**src/rtl/dac_ctrl_regs.sv**
```systemverilog
module dac_ctrl_regs #(
  parameter int ADDR_W      = 12,
  parameter int NUM_CH      = 4,
  parameter int SCALE_W     = 16,
  parameter int SEL_W       = 4,
  parameter bit TONE_ABSENT = 1'b0
) (
  input  logic                       clk,
  input  logic                       rst_n,
  input  logic                       wr_en,
  input  logic [ADDR_W-1:0]          wr_addr,
  input  logic [31:0]                wr_data,
  input  logic                       rd_en,
  input  logic [ADDR_W-1:0]          rd_addr,
  output logic [31:0]                rd_data,
  input  logic                       clk_lock,
  output logic                       core_rst_n,
  output logic                       clkmgr_rst_n,
  output logic                       ce_n,
  output logic                       sync_pulse,
  output logic                       indep_route,
  output logic [NUM_CH*SCALE_W-1:0]  ch_scale_a,
  output logic [NUM_CH*SCALE_W-1:0]  ch_scale_b,
  output logic [NUM_CH*32-1:0]       ch_tone_a,
  output logic [NUM_CH*32-1:0]       ch_tone_b,
  output logic [NUM_CH*SEL_W-1:0]    ch_src
);

  localparam logic [ADDR_W-1:0] A_CFG  = ADDR_W'(12'h00C);
  localparam logic [ADDR_W-1:0] A_RST  = ADDR_W'(12'h040);
  localparam logic [ADDR_W-1:0] A_SYNC = ADDR_W'(12'h044);
  localparam logic [ADDR_W-1:0] A_MODE = ADDR_W'(12'h048);
  localparam logic [ADDR_W-1:0] A_STAT = ADDR_W'(12'h074);
  localparam logic [5:0] O_SCA = 6'h00;
  localparam logic [5:0] O_TNA = 6'h04;
  localparam logic [5:0] O_SCB = 6'h08;
  localparam logic [5:0] O_TNB = 6'h0C;
  localparam logic [5:0] O_SRC = 6'h18;

  logic [2:0]  rst_q;
  logic        mode_q;
  logic        sync_q;
  logic [31:0] rd_q;
  logic [31:0] rd_next;
  logic [NUM_CH*32-1:0] ch_rd;

  wire       wr_win  = (wr_addr >> 10) == ADDR_W'(1);
  wire       rd_win  = (rd_addr >> 10) == ADDR_W'(1);
  wire [3:0] wr_slot = wr_addr[9:6];
  wire [3:0] rd_slot = rd_addr[9:6];
  wire [5:0] wr_off  = wr_addr[5:0];
  wire [5:0] rd_off  = rd_addr[5:0];

  always_ff @(posedge clk or negedge rst_n) begin
    if (!rst_n) begin
      rst_q  <= '0;
      mode_q <= 1'b0;
      sync_q <= 1'b0;
    end else begin
      sync_q <= wr_en && wr_addr == A_SYNC && wr_data[0];
      if (wr_en && wr_addr == A_RST)  rst_q  <= wr_data[2:0];
      if (wr_en && wr_addr == A_MODE) mode_q <= wr_data[4];
    end
  end

  for (genvar g = 0; g < NUM_CH; g++) begin : g_ch
    logic [SCALE_W-1:0] sca_q, scb_q;
    logic [31:0]        tna_q, tnb_q;
    logic [SEL_W-1:0]   src_q;
    wire hit = wr_en && wr_win && wr_slot == 4'(g);

    always_ff @(posedge clk or negedge rst_n) begin
      if (!rst_n) begin
        sca_q <= '0;
        scb_q <= '0;
        tna_q <= '0;
        tnb_q <= '0;
        src_q <= '0;
      end else if (hit) begin
        case (wr_off)
          O_SCA:   sca_q <= wr_data[SCALE_W-1:0];
          O_SCB:   scb_q <= wr_data[SCALE_W-1:0];
          O_TNA:   tna_q <= wr_data;
          O_TNB:   tnb_q <= wr_data;
          O_SRC:   src_q <= wr_data[SEL_W-1:0];
          default: ;
        endcase
      end
    end

    assign ch_rd[g*32 +: 32] =
        (rd_off == O_SCA) ? {{(32-SCALE_W){1'b0}}, sca_q} :
        (rd_off == O_SCB) ? {{(32-SCALE_W){1'b0}}, scb_q} :
        (rd_off == O_TNA) ? tna_q :
        (rd_off == O_TNB) ? tnb_q :
        (rd_off == O_SRC) ? {{(32-SEL_W){1'b0}}, src_q} : 32'h0;

    assign ch_scale_a[g*SCALE_W +: SCALE_W] = sca_q;
    assign ch_scale_b[g*SCALE_W +: SCALE_W] = scb_q;
    assign ch_tone_a[g*32 +: 32]            = tna_q;
    assign ch_tone_b[g*32 +: 32]            = tnb_q;
    assign ch_src[g*SEL_W +: SEL_W]         = src_q;
  end

  always_comb begin
    rd_next = '0;
    unique case (rd_addr)
      A_CFG:   rd_next[6]   = TONE_ABSENT;
      A_RST:   rd_next[2:0] = rst_q;
      A_MODE:  rd_next[4]   = mode_q;
      A_STAT:  rd_next[17]  = clk_lock;
      default: begin
        for (int c = 0; c < NUM_CH; c++)
          if (rd_win && rd_slot == 4'(c)) rd_next = ch_rd[c*32 +: 32];
      end
    endcase
  end

  always_ff @(posedge clk or negedge rst_n) begin
    if (!rst_n)     rd_q <= '0;
    else if (rd_en) rd_q <= rd_next;
  end

  assign rd_data      = rd_q;
  assign core_rst_n   = rst_q[0] & rst_q[1] & clk_lock;
  assign clkmgr_rst_n = rst_q[1];
  assign ce_n         = rst_q[2];
  assign sync_pulse   = sync_q;
  assign indep_route  = mode_q;

endmodule

```
**config.mk**
```make
export PLATFORM = sky130hd
export DESIGN_NAME = dac_ctrl_regs
export DESIGN_NICKNAME = d
export VERILOG_FILES = /design/src/rtl/dac_ctrl_regs.sv
export SDC_FILE = /design/constraint.sdc
export NUM_CORES = 1
export LEC_CHECK = 0
export ABC_AREA = 1
export BUFFER_PORTS_ARGS = -buffer_cell sky130_fd_sc_hd__buf_2
export CORE_MARGIN = 3
export CORE_UTILIZATION = 25
export CTS_CLUSTER_DIAMETER = 120
export DETAILED_ROUTE_END_ITERATION = 6
export PLACE_DENSITY = 0.45
export SLEW_MARGIN = 20
export SYNTH_ARGS = -nofsm -noshare
export SYNTH_HDL_FRONTEND = slang
export SYNTH_SLANG_ARGS = --single-unit
```
**constraint.sdc**
```tcl
create_clock -name clk -period 1.6 [get_ports clk]
set_input_delay 0.24 -clock clk [delete_from_list [all_inputs] [get_ports clk]]
set_output_delay 0.24 -clock clk [all_outputs]
set_load 0.01 [all_outputs]
```
==> results.ini, run 1 <==
[floorplanning]
die_w_um=285
dieArea_sq_mm=0.0812
core_sq_mm=0.0765
die_h_um=285
start_util=0.254
io_pins=498
rows=101

[layout]
syn_to_final_growth_pct=36.4
multi_input_area_sq_mm=0.00764
nets=3022
final_common_cell=nand2_1
seq_area_sq_mm=0.0109
fill_cells=7989
n_antenna_cell=0
layout_common_cells=nand2_1 (766), buf_2 (496), o21ai_0 (455)
drive_gt1_frac=0.272

[detailed_routing]
wl_um=91600
routedWlPerCell_um=22.7
drt_iter0_drc=1661
ant_nets=0
dr.pass1.iters=5
vias=19246
drc=0
via_per_inst=4.77

[yosys]
syn_nets=2429
syn_area_per_cell_sq_um=8.21
synthDominantCellAreaShare=0.562
ys_seq_area_frac=0.562
synth-seq-cells=437
synth_cell_types=37
synth_adder_area_share=0
synthMuxAreaShare=0.00154
synth_top_family_by_area=simple AND/OR/NAND/NOR gates
ys_top_cells_by_area=dfrtp_1 (56%), nand2_1 (15%), o21ai_0 (12%), nor2_1 (3.4%), nand3_1 (3.2%)
syn_inst=2368
yosysWarnings=0
syn_area_sq_mm=0.0194
yosys.area_share.simple=0.237
synth-compound-area-share=0.152
synth_xor_xnor_area_share=0
yosysTopAreaCell=dfrtp_1

[status]
status=finished clean

[power]
switching_share=0.242
p_sw_mw=5.94
p_leak_nw=14.0
comb_power_share=0.051
pwr_density_cell_mw_per_mm2=926
p_clk_frac=0.495
ir_drop_v=0.000752
fin_total_pwr_mw=24.6
seqPwrFrac=0.455
intPower_mw=18.6

[worst_setup_path]
required_ns=1.36
cp_max_fo=2
worstRegToRegCells=10
r2r-end=rd_data[5]
cp.arrival_ns=1.31
worstSetupStartpointType=flip-flop
cp-end-kind=output pin
rrSetupSlack_ns=0.16
r2r_start=g_ch[1].tnb_q[5]
crit_type=flip-flop to output pin

[timing]
hold_viol=0
fin_skew_ns=0.0164
whs_ns=0.0380
min_period_over_period=0.968
maxSlewViolCount=0
max_slew_margin=0.571
clock.fmax_mhz=646
worstMarginPinSlew_ns=0.643
final.min_clock_period_ns=1.55
finalSetupViolations=0

[clocking]
clk_pin_slew_ns=0.06
cts_tree=yes
clock_sinks=437
cts-root-buf=clkbuf_16
cts.path.max_buffers=3
clk-insertion-delay-late_ns=0.61
htreeDepth=2
numCtsBuffers=53

[grt]
gr-max-usage-layer=met2
grt_pass1_vias=18999
grtUsageMet3=0.0405
grt.total_usage=0.221
grt_pass1_wl_um=134000
grt-ovfl-total=0
antenna_found_initial=3
met2_usage=0.374
grt_max_degree=64
grtUsageMet1=0.281

[worst_hold_path]
holdPathStages=3
worstHoldStart=wr_data[26]
hold_class=primary input to flip-flop
min_to=g_ch[1].tna_q[26]

[place]
gp_congestion=0.870
hpwl_um=67800
portBuffers=497

[flow_run]
cap_violations=0

[power groups by stage]
stage               sequential, mW  clock, mW  combinational [mW]
finish                        11.2       12.1                1.24
global placement              11.4          0                1.24
detailed placement            11.4          0                1.25
global route                  11.2       12.9                1.38
floorplan                     11.4          0               0.349
CTS                           11.2       12.4                1.27
[layout make-up]
| type | instances | share of cell area |
|---|---|---|
| sequential | 437 | 0.412 |
| multi-input combinational | 1701 | 0.288 |
| timing repair buffer | 699 | 0.175 |
| clock buffer | 84 | 0.0612 |
| tap | 1030 | 0.0486 |
| inverter | 69 | 0.00977 |
| clock inverter | 14 | 0.00476 |
[what timing repair did]
item                                    in CTS  in global routing
hold endpoints to repair                   312                  0
hold buffers                                10                  0
endpoints found under the setup margin       1                 44
buffers inserted                             2                  0
gates resized for setup                      0                  1
[metrics by stage]
step / util / worst slack (ns) / area [sq um] / instances / TNS (ns)
floorplan: - / 0.000606 / 19400 / 2368 / 0
CTS: 0.347 / 0.0127 / 26500 / 4034 / 0
global placement: 0.322 / -0.431 / 24700 / 3924 / -71.33
finish: 0.347 / 0.0517 / 26500 / 4034 / 0
detailed placement: 0.322 / -0.438 / 24700 / 3924 / -81.09
global route: 0.347 / -0.0273 / 26500 / 4034 / -0.0549
[synthesized netlist by cell type, drive strengths merged]
cell type	instances
mux2i	3
inv	67
or2	9
o21ai	499
a22oi	1
o211ai	13
a21boi	3
nand2	776
dfrtp	437
and3	1
o21bai	1
nand3	129
nand4	13
o21a	3
clkbuf	121
a21oi	41
nand3b	1
nor2	180
clkinv	2
buf	40
nor3	10
nor4	4
a31oi	11
a22o	3
[per-layer routing]
layer  wire length [um]  share of wire  vias to the layer above
met5                 38        0.00041                        -
met2              44500           0.49                      744
met3               5820          0.063                      157
li1                   -              -                     8979
met4               3560          0.039                        6
met1              37700           0.41                     9360
[registers in the layout, summed over array words and instances (netlist names)]
register,flops
rst_q,3
g_ch.scb_q,64
sync_pulse,1
rd_data,32
g_ch.src_q,16
g_ch.tnb_q,128
g_ch.tna_q,128
indep_route,1
g_ch.sca_q,64
[worst max path at each step]
stage,start,end,slack (ns)
global route,wr_addr[2],g_ch[2].scb_q[13],-0.03
CTS,rst_q[0],core_rst_n,0.01
global placement,rd_addr[1],rd_data[11],-0.43
floorplan,rd_addr[9],rd_data[10],0.0006
detailed placement,rd_addr[1],rd_data[5],-0.44
finish,rst_q[0],core_rst_n,0.05
[kinds of logic (layout without fill, tap and decap cells)]
group                  Yosys count  in the layout
and+or+nand+nor               1123           1123
AOI/OAI and AO/OA              575            575
DFF                            437            437
buffers and inverters          230            866
muxes                            3              3
[worst max-delay path, stage by stage (launching register included)]
cell     delay [ns]
dfrtp_1        0.39
and3_1         0.17
buf_2          0.13
Power figures use the tool's default switching activity.
==> run 2: changes to the inputs <==
==> constraint.sdc (replaced) <==
create_clock -name clk -period 1.6 [get_ports clk]
set_input_delay 0.24 -clock clk [delete_from_list [all_inputs] [get_ports clk]]
set_output_delay 0.24 -clock clk [all_outputs]
set_load 0.05 [all_outputs]
==> run 2 against run 1 <==
Against the previous run: combinational power grew 14%; hold slack worse by 0.0094 ns; die area is the same; register-to-register slack improved by 0.03 ns; flip-flop and latch count is the same; sequential share of layout area shrank 0.93 points; via count rose by 0.98%; design area up 2.4%; largest power group unchanged.
==> results.ini, run 2 (synthesis results as in run 1) <==
[timing]
rsz0062_at_grt=yes
final.min_clock_period_ns=1.60
clock.fmax_mhz=625
max_slew_margin=0.626
worstMarginPinSlew_ns=0.560
post-route-worst-setup-slack_ns=0.0000675
finalSetupViolations=0
fin_skew_ns=0.0243
tns_ns=0
whs_ns=0.0286
maxSlewViolCount=0
min_period_over_period=1.00
hold_viol=0

[detailed_routing]
drc=0
vias=19434
routedWlPerCell_um=22.8
via_per_inst=4.81
ant_nets=0
dr.pass1.iters=5
drt_iter0_drc=1481
wl_um=92200

[floorplanning]
die_w_um=285
die_h_um=285
core_sq_mm=0.0765
start_util=0.254
rows=101
io_pins=498
dieArea_sq_mm=0.0812

[power]
ir_drop_v=0.000855
pwr_density_cell_mw_per_mm2=962
comb_power_share=0.054
intPower_mw=19.9
p_sw_mw=6.24
fin_total_pwr_mw=26.1
switching_share=0.239
p_leak_nw=14.1
seqPwrFrac=0.427
p_clk_frac=0.519

[worst_setup_path]
cp_max_fo=3
cp-end-kind=output pin
path_cells=and3_4 -> buf_8
slowest_stage=dfrtp_2
r2r-end=rd_data[6]
worstRegToRegCells=10
required_ns=1.36
critPathMaxStageDelay_ns=0.44
worstSetupStartpointType=flip-flop
cp.arrival_ns=1.36
r2r_start=g_ch[1].tnb_q[6]
rrSetupSlack_ns=0.19
crit_type=flip-flop to output pin

[layout]
nets=3026
top_regs=g_ch.tna_q x128, g_ch.tnb_q x128
final_common_cell=nand2_1
fin_util=0.355
drive_gt1_frac=0.279
seq_area_sq_mm=0.0109
final_area_sq_mm=0.0271
fill_cells=8093
layout_common_cells=nand2_1 (766), o21ai_0 (455), dfrtp_1 (434)
final_cells=4041
syn_to_final_growth_pct=39.6
multi_input_area_sq_mm=0.00765

[place]
hpwl_um=68100
gp_congestion=0.845
portBuffers=497
placed_cell_area_sq_mm=0.0248
dp.cells=3930
post-place-ws_ns=-0.450

[grt]
grt_max_degree=77
antenna_found_initial=5
grt.total_usage=0.221
grt_pass1_vias=19094
grt-ovfl-total=0
grt_pass1_wl_um=135000

[worst_hold_path]
worstHoldStart=wr_data[29]
min_to=g_ch[0].tna_q[29]
hold_class=primary input to flip-flop
holdPathStages=3

[clocking]
cts_tree=yes
cts-root-buf=clkbuf_16
clk_pin_slew_ns=0.06
clock_sinks=437
clk-insertion-delay-late_ns=0.61
numCtsBuffers=52
htreeDepth=2
cts.path.max_buffers=3

[status]
status=finished clean

[flow_run]
cap_violations=0

## run 2: changes by cell type in the layout (fill, tap and decap cells not counted), sizes merged
| cell | previous run | this run |
|---|---|---|
| buf | 689 | 659 |
| bufinv | 1 | 9 |
| clkbuf | 84 | 108 |
| clkinv | 8 | 12 |
| clkinvlp | 2 | 5 |
| diode | 0 | 2 |
| dlygate4sd3 | 10 | 9 |
| inv | 72 | 69 |
## run 2: power groups by stage
stage          clock network, mW  registers, mW  logic [mW]
2_1_floorplan                  0           11.5       0.349
3_3_place_gp                   0           11.4        1.40
3_5_place_dp                   0           11.4        1.41
4_1_cts                     13.8           11.2        1.44
5_1_grt                     14.3           11.2        1.54
6_report                    13.6           11.2        1.41
## run 2: critical path, delay by kind of cell (launching register included)
| family | cells | cell delay (ns) |
|---|---|---|
| AND/OR/NAND/NOR | 1 | 0.17 |
| buffers and inverters | 1 | 0.14 |
| flip-flops | 1 | 0.44 |
## run 2: what timing repair did
action | 4_1_cts | 5_1_grt
setup buffers | 1 | 1
endpoints found under the setup margin | 57 | 39
endpoints found under the hold margin | 342 | 0
resized for setup | 62 | 39
hold buffers | 9 | 0
## run 2: layout make-up
type / count / share of cell area
antenna: 2 / 0.000184
inverter: 69 / 0.00954
sequential: 437 / 0.403
timing repair buffer: 704 / 0.185
tap: 1030 / 0.0475
multi-input combinational: 1701 / 0.282
clock buffer: 72 / 0.0581
clock inverter: 26 / 0.0153
## run 2: worst max path at each step
stage	from	to	slack, ns
after floorplan	rd_addr[9]	rd_data[10]	0.002
after global placement	rd_addr[1]	rd_data[6]	-0.43
after detailed placement	rd_addr[1]	rd_data[6]	-0.45
after CTS	rst_q[1]	core_rst_n	-0.08
after global routing	rst_q[1]	core_rst_n	-0.06
final	rst_q[1]	core_rst_n	0.00007
## run 2: routing by layer
| layer | GRT usage | vias to the layer above | share of wire |
|---|---|---|---|
| li1 | - | 9001 | - |
| met2 | 0.375 | 759 | 0.49 |
| met4 | 0.0768 | 6 | 0.038 |
| met1 | 0.282 | 9512 | 0.41 |
| met3 | 0.0432 | 156 | 0.067 |
| met5 | 0 | - | 0.00046 |
